<file path="src/rtl/evt_pkg.sv">
package evt_pkg;

  // Position of the lowest set bit of v within w bits (w if v is zero).
  function automatic int unsigned low_zero_bits(input int unsigned v, input int unsigned w);
    int unsigned n;
    n = w;
    for (int unsigned i = 0; i < w; i++) begin
      if (v[i] && (n == w)) n = i;
    end
    return n;
  endfunction

endpackage

</file>
<file path="src/rtl/evt_counter.sv">
module evt_counter #(
  parameter int unsigned CNT_W = 19
) (
  input  logic             clk,
  input  logic             rst_n,
  input  logic             restart,
  output logic [CNT_W-1:0] next_val,
  output logic             carry
);

  logic [CNT_W-1:0] count_q;

  // The +1 stage: its carry-out marks the all-ones count.
  assign {carry, next_val} = {1'b0, count_q} + {{CNT_W{1'b0}}, 1'b1};

  always_ff @(posedge clk or negedge rst_n) begin
    if (!rst_n)       count_q <= '0;
    else if (restart) count_q <= '0;
    else if (!carry)  count_q <= next_val;
  end

endmodule

</file>
<file path="src/rtl/evt_mark.sv">
module evt_mark #(
  parameter int unsigned CNT_W  = 19,
  parameter int unsigned THRESH = 5
) (
  input  logic             clk,
  input  logic             rst_n,
  input  logic             restart,
  input  logic [CNT_W-1:0] next_val,
  input  logic             carry,
  output logic             flag
);

  localparam int unsigned    LOW_Z = evt_pkg::low_zero_bits(THRESH, CNT_W);
  localparam logic [CNT_W-1:0] THR_V = CNT_W'(THRESH);
  localparam logic [CNT_W-1:0] MASK  = ~((CNT_W'(1) << LOW_Z) - CNT_W'(1));

  logic hit;

  // Only bits at and above the lowest set bit of the threshold are matched;
  // the first next-value that matches is the threshold itself.
  assign hit = ((next_val & MASK) == (THR_V & MASK)) && !carry;

  always_ff @(posedge clk or negedge rst_n) begin
    if (!rst_n)       flag <= 1'b0;
    else if (restart) flag <= 1'b0;
    else if (hit)     flag <= 1'b1;
  end

endmodule

</file>
<file path="src/rtl/event_timer.sv">
module event_timer #(
  parameter int unsigned CNT_W     = 19,
  parameter int unsigned SHORT_CYC = 5,
  parameter int unsigned MID_CYC   = 46080
) (
  input  logic clk,
  input  logic rst_n,
  input  logic restart_i,
  output logic short_o,
  output logic mid_o,
  output logic long_o
);

  localparam int unsigned N_MARK = 2;
  localparam int unsigned MARK_THR [N_MARK] = '{SHORT_CYC, MID_CYC};

  logic [CNT_W-1:0]  next_val;
  logic              carry;
  logic [N_MARK-1:0] marks;
  logic              long_q;

  evt_counter #(.CNT_W(CNT_W)) u_cnt (
    .clk      (clk),
    .rst_n    (rst_n),
    .restart  (restart_i),
    .next_val (next_val),
    .carry    (carry)
  );

  for (genvar g = 0; g < N_MARK; g++) begin : g_mark
    evt_mark #(.CNT_W(CNT_W), .THRESH(MARK_THR[g])) u_mark (
      .clk      (clk),
      .rst_n    (rst_n),
      .restart  (restart_i),
      .next_val (next_val),
      .carry    (carry),
      .flag     (marks[g])
    );
  end

  // Long interval: the incrementer's carry-out, latched.
  always_ff @(posedge clk or negedge rst_n) begin
    if (!rst_n)         long_q <= 1'b0;
    else if (restart_i) long_q <= 1'b0;
    else if (carry)     long_q <= 1'b1;
  end

  assign short_o = marks[0];
  assign mid_o   = marks[1];
  assign long_o  = long_q;

endmodule

</file>
<file path="config.mk">
export PLATFORM = sky130hd
export DESIGN_NAME = event_timer
export DESIGN_NICKNAME = d
export VERILOG_FILES = /design/src/rtl/evt_pkg.sv /design/src/rtl/evt_counter.sv /design/src/rtl/evt_mark.sv /design/src/rtl/event_timer.sv
export SDC_FILE = /design/constraint.sdc
export NUM_CORES = 1
export LEC_CHECK = 0
export ABC_AREA = 0
export BUFFER_PORTS_ARGS = -buffer_cell sky130_fd_sc_hd__buf_2
export CORE_ASPECT_RATIO = 1.25
export CORE_MARGIN = 5
export CORE_UTILIZATION = 64
export CTS_CLUSTER_SIZE = 8
export DETAILED_ROUTE_END_ITERATION = 10
export HOLD_SLACK_MARGIN = 0.03
export PLACE_DENSITY_LB_ADDON = 0.1
export SLEW_MARGIN = 40
export SYNTH_ARGS = -nofsm -noshare
export SYNTH_HDL_FRONTEND = slang
export SYNTH_SLANG_ARGS = --single-unit
</file>
<file path="constraint.sdc">
create_clock -name clk -period 3.67 [get_ports clk]
set_clock_uncertainty 0.05 [all_clocks]
set_input_delay 0.734 -clock clk [delete_from_list [all_inputs] [get_ports clk]]
set_output_delay 0.734 -clock clk [all_outputs]
set_load 0.1 [all_outputs]
</file>
==> results of run 1 <==
==> logic make-up after synthesis <==
kind of cell	count (synthesis)	synth area share, %
xor+xnor	18	12.23
buf+inv	11	4.175
simple gates	46	22.91
fa+ha+maj	2	1.941
flops	22	42.72
compound gates	31	16.02
==> sequential cells by signal, summed over array words and instances, names as in the netlist <==
signal	flops
u_cnt.count_q	19
g_mark.u_mark.flag	2
long_o	1
==> through the flow <==
step	std cells	setup slack (ns)	hold slack [ns]	power, W	utilization, %
finish	153	1.678	0.3043	0.0004633	69.22
global route	153	1.473	0.3242	0.0004845	69.22
CTS	153	1.680	0.3145	0.0004672	69.22
detailed placement	149	1.710	0.4290	0.0002834	66.54
global placement	149	1.752	0.4255	0.0002823	66.54
floorplan	130	1.910	0.3884	0.0002731	-
==> per-layer routing <==
layer	GRT usage [%]	up-vias	part of all wire [%]
li1	-	470	-
met2	31.24	12	50
met5	0	-	0
met1	23.38	456	45
met4	8.989	0	2.4
met3	3.242	7	2.4
==> placed cells by master (no fill, tap or decap) <==
| cell type | instances |
|---|---|
| dfrtp_1 | 22 |
| a21oi_1 | 19 |
| xnor2_1 | 10 |
| nand2_1 | 9 |
| nand3_1 | 8 |
| xor2_1 | 8 |
| and3_1 | 6 |
| inv_1 | 5 |
| nor2_1 | 5 |
| buf_2 | 5 |
| nand3_2 | 4 |
| o31ai_1 | 4 |
| clkbuf_4 | 3 |
| and3_2 | 2 |
| nor3_1 | 2 |
| nand4_2 | 2 |
| o211a_1 | 2 |
| ha_1 | 2 |
| and4_4 | 1 |
| nor4_4 | 1 |
| o211ai_2 | 1 |
| o21ai_2 | 1 |
| nand4_1 | 1 |
| a31oi_1 | 1 |
| or2_2 | 1 |
| nor3b_1 | 1 |
| a311oi_1 | 1 |
| a211o_1 | 1 |
| nor4b_1 | 1 |
| or2b_1 | 1 |
| nand2b_1 | 1 |
| o41ai_2 | 1 |
| bufinv_16 | 1 |
==> report_power, final <==
part	total, W	internal, W	switching (W)
combinational	0.0000287	0.00000763	0.0000211
clock	0.000185	0.000111	0.0000746
sequential	0.000249	0.000246	0.00000359
total	0.000463	0.000364	0.0000992
==> cell usage after synthesis (2+ instances only) <==
master and n:
a21oi_1 19, and3_1 6, and3_2 2, clkbuf_1 3, dfrtp_1 22, ha_1 2, inv_1 5, nand2_1 9
nand3_1 8, nand3_2 4, nand4_2 2, nor2_1 5, nor3_1 2, o211a_1 2, o31ai_1 4, xnor2_1 10
xor2_1 8
==> path summary, 6_finish.rpt <==
path	endpoint	from	slack (ns)	depth (start not counted)
worst max-delay path	g_mark[0].u_mark.flag	u_cnt.count_q[8]	1.68	6
worst min-delay path	u_cnt.count_q[12]	rst_n	0.30	1
worst max register to register	g_mark[0].u_mark.flag	u_cnt.count_q[8]	1.68	6
worst min register to register	g_mark[1].u_mark.flag	g_mark[1].u_mark.flag	0.45	2
max in group asynchronous	u_cnt.count_q[0]	rst_n	2.94	1
min in group clk	g_mark[1].u_mark.flag	g_mark[1].u_mark.flag	0.45	2
==> layout make-up <==
type / instances / area [µm²] / share of cell area, %
Multi-Input combinational cell: 97 / 684.4 / 50.46
Sequential cell: 22 / 550.5 / 40.59
Clock inverter: 1 / 30.03 / 2.214
Timing Repair Buffer: 5 / 25.02 / 1.845
Tap cell: 20 / 25.02 / 1.845
Clock buffer: 3 / 22.52 / 1.661
Inverter: 5 / 18.77 / 1.384
==> reports/qor.csv, run 1 <==
metric;value;unit
Nets;139;
EDFF count, synth;0;
routed vias;945;
Hold Violations, Final;0;
FP Rows;18;
clock period minus worst slack;1.992;ns
cts hold-fix bufs;0;
Max Slew Vio Count;0;
die width;50.14;µm
WL per Instance;15.89;µm
f_max;502.0;MHz
mapped cell area;1289;µm²
Port Buffers;5;
Core Box Area;1959;µm²
antenna-violating nets left;0;
CP max stage delay;0.53;ns
Cells after Synth;130;
CTS tree;built;
GRT Total Usage;18.78;%
Ports;6;
Layout fillers;155;
relative slew slack;65.68;%
CP max FO;8;
most frequent CP cell;nand3_1;
Post-DP HPWL;1.749;mm
initial core utilization;65.77;%
synthesized area per cell;9.913;µm²
CP required;3.85;ns
CTS root buf;clkbuf_4;
RSZ-0062 raised after global routing;false;
Clk pin slew, worst setup/hold paths;0.12;ns
post-synth net total;135;
slowest cell on the critical path;dfrtp_1;
Cell variety after synth;34;
outcome;complete, no violations;
critical path class;flip-flop to flip-flop;
drt drc;0;
ys flop type;dfrtp_1;
CTS buffer count;3;
top cell type's share of synthesized area;42.72;%
Clk Latency, worst-skew pair;0.31;ns
worst endpoint data arrival time;2.17;ns
total wire length;2.431;mm
clk sinks;22;
Crit. End Element;flip-flop;
worst hold path class;input pin to async pin;
ys async rst share;100.0;%
Resize count post-CTS;0;
fraction of layout cells with a size suffix above 1;17.29;%
DRT Pass-1 Iters;4;
postcts setup bufs;0;
vias in the first global route;942;
Pleak;0.6299;nW
flops & latches, synth;22;
CP delay by family, top;simple AND/OR/NAND/NOR gates;
Yosys warning total;0;
antenna violations before repair;0;
CTS Buffer Depth;2;
maxcap violations;0;
largest net degree at the start of global routing;23;
design area;1356;µm²
setup TNS;0;ns
Die ar.;3017;µm²
H-tree depth;1;
Area after DPL;1304;µm²
via/cell ratio;6.176;
largest area contributor in the netlist;dfrtp_1;
CP bufs+invs;0;
first-pass GRT wire length;4.305;mm
worst slew pin tran;0.5109;ns
CP Cell Sequence;and3_1 -> nand3_1 -> nor3_1 -> xnor2_1 -> nand3_1 -> o31ai_1;
VDD IR-drop max;251.3;µV
period utilization;54.28;%
GRT Residual Overflow;0;
top cells by area, synth;dfrtp_1 (43%), a21oi_1 (7.4%), xnor2_1 (6.8%);
DR iter-0 viols;22;
final setup vio count;0;
gpl congestion;0.9208;
Seq/Total Area, Yosys;42.72;%
Syn-to-layout area delta;5.243;%
Power per Cell Area;341.6;nW/µm²
# diodes;0;
crit start category;flip-flop;
die height;60.17;µm
Power figures use the tool's default switching activity.
==> run 2, diff against run 1 <==
ABC_AREA = 1   (was 0)
CORE_UTILIZATION = 60   (was 64)
clock period = 2 ns   (was 3.67 ns; I/O delays follow)
==> run 2 against run 1 <==
  * Global-route usage rose by 1.7 points
  * Wire length rose by 20%
  * Maximum frequency rose by 10%
  * Area after synthesis rose by 4.5%
  * Setup slack got worse by 1.5 ns
  * Core utilization fell by 2.3 points
  * Clock-buffer cell count rose by 1
  * Sequential share of layout area fell by 2.6 points
  * Sequential power rose by 98%
  * Critical path type unchanged
  * Critical endpoint is now g_mark[1].u_mark.flag
  * Largest cell class unchanged
  * Highest routed layer unchanged
==> reports/qor.csv, run 2 <==
metric;value;unit
GRT Total Usage;20.50;%
top cell type's share of synthesized area;40.89;%
gpl congestion;0.8969;
pre-CTS WS;0.2239;ns
synthesized area per cell;7.123;µm²
via/cell ratio;5.465;
Ports;6;
Final Util;66.92;%
largest area contributor in the netlist;dfrtp_1;
largest net degree at the start of global routing;23;
GR Layer Usage met2;34.63;%
commonest non-fill, non-tap cell in the layout;nand2_1;
f_max;554.0;MHz
mapped cell area;1346;µm²
relative slew slack;67.78;%
CP required;2.22;ns
post-synth net total;194;
worst hold path class;input pin to flip-flop;
Clk pin slew, worst setup/hold paths;0.13;ns
first-pass GRT wire length;5.147;mm
Multi-input gate area;696.9;µm²
Die ar.;3297;µm²
maxcap violations;0;
antenna-violating nets left;0;
CTS buffer count;3;
DR iter-0 viols;50;
WL per Instance;12.80;µm
CTS tree;built;
fin cells;228;
grt met3 use;3.341;%
flops & latches, synth;22;
outcome;complete, no violations;
ys async rst share;100.0;%
Crit. End Element;flip-flop;
Seq/Total Area, Yosys;40.89;%
critical path class;flip-flop to flip-flop;
vias in the first global route;1243;
total wire length;2.919;mm
Nets;203;
Syn-to-layout area delta;7.528;%
routed vias;1246;
post-synthesis xor/xnor area fraction;3.903;%
count leader, synth;nand2_1;
simple-gate share of the synthesized area;35.78;%
clk sinks;22;
post-synthesis adder-cell area fraction;1.859;%
fraction of layout cells with a size suffix above 1;11.68;%
H-tree depth;1;
global route hottest layer;met2;
EDFF count, synth;0;
drt drc;0;
die width;52.37;µm
initial core utilization;62.23;%
WHS;0.4134;ns
Largest register FFs;19;
RSZ-0062 raised after global routing;false;
final setup vio count;0;
met1 Resource Use GR;24.16;%
die height;62.96;µm
worst slew pin tran;0.4833;ns
Yosys warning total;0;
Cells after Synth;189;
VDD IR-drop max;546.4;µV
antenna violations before repair;0;
CTS root buf;clkbuf_4;
top cells by area, synth;dfrtp_1 (41%), nand2_1 (16%), nor2_1 (7.0%);
postcts setup bufs;0;
# diodes;0;
crit start category;flip-flop;
Core Box Area;2163;µm²
DRT Pass-1 Iters;4;
Pleak;0.6964;nW
Hold Violations, Final;0;
GRT Residual Overflow;0;
FP Rows;19;
CP max FO;4;
ys flop type;dfrtp_1;
period utilization;90.25;%
register area;550.5;µm²
Max Slew Vio Count;0;
main combinational cell family by area after synthesis;simple AND/OR/NAND/NOR gates;
Cell variety after synth;25;
Port Buffers;5;
Post-DP HPWL;2.200;mm
Top reg by flops;u_cnt.count_q;
fraction of synthesized area in multiplexers;0;%
clock period minus worst slack;1.805;ns
Layout fillers;199;
CTS Buffer Depth;2;
Power per Cell Area;587.8;nW/µm²
commonest cells after routing, fill and taps aside;nand2_1 (59), nor2_1 (24), dfrtp_1 (22);
PnR worst setup slack;0.1950;ns
Clk Latency, worst-skew pair;0.32;ns
Placed Cells;223;
most common library cells after synthesis;nand2_1 (59), nor2_1 (25), dfrtp_1 (22);
complex-gate fraction of the synthesized area;10.04;%
worst endpoint data arrival time;2.02;ns
setup TNS;0;ns
[run 2: changes by cell type after synthesis, moves of 6 or more]
cell and delta:
nand2_1 +50, nor2_1 +20, inv_1 +16, a21oi_1 -14, o21ai_0 +9, xnor2_1 -8, and3_1 -6
[run 2: per-layer routing]
metal | part of all wire (%) | vias to the layer above
met5 | 0 | -
met4 | 2.9 | 0
met3 | 4.0 | 10
met2 | 50 | 30
met1 | 43 | 589
li1 | - | 617
[run 2: area by class of cell]
cell class                 count  share of cell area, %
multi-input combinational    142                  48.14
sequential                    22                  38.03
inverter                      22                  5.704
timing repair buffer           7                  2.939
tap                           31                  2.679
clock buffer                   4                  2.506
[run 2: path summary, 6_finish.rpt]
path                                        from                    end  slack, ns  depth (start not counted)
hold reg to reg            g_mark[0].u_mark.flag  g_mark[0].u_mark.flag       0.44                          2
setup reg to reg                u_cnt.count_q[1]  g_mark[1].u_mark.flag       0.19                         10
hold / removal                         restart_i      u_cnt.count_q[13]       0.41                          2
setup / recovery                u_cnt.count_q[1]  g_mark[1].u_mark.flag       0.19                         10
max in group asynchronous                  rst_n       u_cnt.count_q[0]       1.06                          2
min in group asynchronous                  rst_n       u_cnt.count_q[2]       0.51                          2
[run 2: timing repair]
| action | in CTS | in global routing |
|---|---|---|
| hold buffers | 1 | 0 |
| setup endpoints to repair | 0 | 1 |
| gates resized for setup | 0 | 1 |
| hold endpoints to repair | 22 | 0 |
[run 2: cell families after synthesis]
| family | Yosys count |
|---|---|
| and+or+nand+nor | 110 |
| AOI/OAI and AO/OA | 24 |
| adders and majority gates | 2 |
| DFF | 22 |
| xor gates and xnor gates | 6 |
| buffers and inverters | 25 |
[run 2: power breakdown]
| part | switching (W) | internal (W) | total [W] |
|---|---|---|---|
| clock | 0.000140 | 0.000111 | 0.000251 |
| combinational | 0.0000704 | 0.0000361 | 0.000107 |
| sequential | 0.0000263 | 0.000467 | 0.000493 |
[run 2: critical path, stage by stage, from the launching register on]
cell,delay [ns]
dfrtp_1,0.42
ha_1,0.22
nand3_2,0.15
nor2_2,0.18
nand3_1,0.09
nand2_1,0.09
nand2_1,0.07
nor2_1,0.18
nand2_1,0.07
nand3b_1,0.16
nand2_1,0.06
[run 2: through the flow]
step,power (W),cell area [µm²]
floorplan,0.0005724,1346
global placement,0.0006046,1399
detailed placement,0.0006063,1399
CTS,0.0008517,1445
global route,0.0009025,1448
finish,0.0008509,1448
==> run 3, diff against run 2 <==
CTS_CLUSTER_SIZE = 25   (was 8)
SYNTH_HIERARCHICAL = 1   (was not set)
==> run 3 against run 2 <==
  * Register-to-register slack got worse by 0.08 ns
  * Clock power decreased by 5%
  * Clock-buffer cell count did not move
  * Largest cell class unchanged
==> reports/qor.csv, run 3 <==
metric;value;unit
outcome;complete, no violations;
flops & latches, synth;22;
Top reg by flops;u_cnt/count_q;
EDFF count, synth;0;
top cell type's share of synthesized area;38.53;%
final setup vio count;0;
# diodes;0;
DR iter-0 viols;62;
CP max stage delay;0.40;ns
Post-DP HPWL;2.319;mm
Layout fillers;195;
Nets;224;
WHS;0.2636;ns
Port Buffers;5;
Clk pin slew, worst setup/hold paths;0.12;ns
Yosys warning total;6;
CTS buffer count;3;
total wire length;3.036;mm
fin cells;250;
Worst setup endpoint;g_mark[0].u_mark/flag;
Ports;6;
CTS tree;built;
initial core utilization;63.94;%
relative slew slack;68.02;%
reg-to-reg slack, setup;0.12;ns
worst endpoint data arrival time;2.07;ns
drt drc;0;
die width;53.65;µm
top cells by area, synth;dfrtp_1 (39%), nand2_1 (20%), nor2_1 (8.9%);
synthesized area per cell;6.903;µm²
Cells after Synth;207;
period utilization;94.06;%
Clk Latency, worst-skew pair;0.30;ns
FP Rows;19;
crit start category;flip-flop;
Hold Violations, Final;0;
commonest non-fill, non-tap cell in the layout;nand2_1;
antenna violations before repair;0;
Crit Reg-Reg Endpoint;g_mark[0].u_mark/flag;
slowest cell on the critical path;dfrtp_1;
post-synth net total;211;
Syn-to-layout area delta;9.895;%
worst hold path class;input pin to flip-flop;
CP required;2.19;ns
Largest register FFs;19;
count leader, synth;nand2_1;
CP Cell Sequence;ha_2 -> nand2_1 -> nor2_2 -> nand2_2 -> nor2_2 -> nand2_1 -> and2_1 -> nor2_1 -> nand2_1 -> nor2_1 -> nand3_1 -> a21oi_2;
H-tree depth;1;
commonest cells after routing, fill and taps aside;nand2_1 (73), nor2_1 (32), dfrtp_1 (22);
Die ar.;3464;µm²
most common library cells after synthesis;nand2_1 (75), nor2_1 (34), dfrtp_1 (22);
post-layout total power;0.0007581;W
GRT Total Usage;20.91;%
Crit. End Element;flip-flop;
mapped cell area;1429;µm²
DRT Pass-1 Iters;4;
Max Slew Vio Count;0;
Power per Cell Area;482.8;nW/µm²
largest area contributor in the netlist;dfrtp_1;
Worst Setup SP;u_cnt/count_q[0];
CP max FO;4;
routed vias;1311;
fraction of layout cells with a size suffix above 1;16.89;%
Cell variety after synth;26;
critical path class;flip-flop to flip-flop;
Pleak;0.8440;nW
antenna-violating nets left;0;
R2R Path Start;u_cnt/count_q[0];
die height;64.56;µm
most frequent CP cell;nand2_1;
worst r2r path cells;12;
GRT Residual Overflow;0;
clk sinks;22;
design area;1570;µm²
WL per Instance;12.14;µm
CTS root buf;clkbuf_4;
maxcap violations;0;
ys flop type;dfrtp_1;
f_max;531.6;MHz
vias in the first global route;1258;
pre-CTS WS;0.09963;ns
PnR worst setup slack;0.1188;ns
worst slew pin tran;0.4796;ns
first-pass GRT wire length;5.382;mm
Core Box Area;2235;µm²
RSZ-0062 raised after global routing;true;
via/cell ratio;5.244;
VDD IR-drop max;534.2;µV
ys async rst share;100.0;%
gpl congestion;0.8810;
largest net degree at the start of global routing;23;
clock period minus worst slack;1.881;ns
Placed Cells;243;
Seq/Total Area, Yosys;38.53;%
CTS Buffer Depth;2;
Area after DPL;1491;µm²
==> run 3: cell count changes after synthesis, sizes merged, moves of 4 or more <==
cell | previous run | this run
nand2 | 64 | 78
a21oi | 5 | 1
nor2 | 29 | 42
a31oi | 5 | 0
o21ai | 12 | 5
==> run 3: worst min-delay path by stage <==
stage / from / to / slack, ns / cells after the start
global placement: rst_n / u_cnt/count_q[2] / 0.33 / 1
detailed placement: rst_n / u_cnt/count_q[2] / 0.34 / 1
floorplan: rst_n / g_mark[0].u_mark/flag / 0.05 / 0
CTS: restart_i / g_mark[0].u_mark/flag / 0.26 / 2
global route: restart_i / g_mark[0].u_mark/flag / 0.26 / 2
finish: restart_i / g_mark[0].u_mark/flag / 0.26 / 2
==> run 3: final cells by class <==
class,count,area [µm²],area share [%]
sequential,22,550.5,35.06
clock buffer,4,36.28,2.311
timing repair buffer,10,65.06,4.143
tap,31,38.79,2.470
multi-input combinational,159,789.5,50.28
inverter,24,90.09,5.737
==> run 3: worst max-delay path: cells and delay by family (launching register included) <==
family                     cells  cell delay [ns]
DFF                            1             0.40
and+or+nand+nor               10             0.99
AOI/OAI and AO/OA              1             0.13
adders and majority gates      1             0.22
==> run 3: metrics by stage <==
| stage | TNS (ns) | util [%] |
|---|---|---|
| finish | 0 | 70.27 |
| CTS | 0 | 68.81 |
| global placement | 0 | 66.74 |
| detailed placement | 0 | 66.74 |
| global route | -0.1228 | 70.27 |
| floorplan | 0 | - |
==> run 3: cell families after synthesis <==
logic type / Yosys count / synth area share [%]
fa+ha+maj: 1 / 0.8755
xor+xnor: 8 / 4.903
simple gates: 142 / 44.83
buf+inv: 26 / 7.442
flops: 22 / 38.53
compound gates: 8 / 3.415
==> run 3: repair_timing <==
| item | CTS | global route |
|---|---|---|
| gates resized for setup | 0 | 7 |
| endpoints found under the hold margin | 22 | 0 |
| setup buffers | 0 | 2 |
| setup endpoints to repair | 0 | 2 |
| hold buffers | 1 | 0 |
==> run 3: routing by layer <==
metal / vias to the layer above / global-route usage [%] / part of all wire [%]
li1: 656 / - / -
met1: 615 / 27.71 / 42
met2: 34 / 34.36 / 52
met3: 6 / 2.752 / 5.0
met4: 0 / 7.348 / 1.4
met5: - / 0 / 0
==> run 3: power breakdown <==
group	total [W]	internal, W	switching [W]
logic	0.0000635	0.0000186	0.0000449
registers	0.000457	0.000451	0.00000584
clock network	0.000238	0.000111	0.000127
total	0.000758	0.000580	0.000178
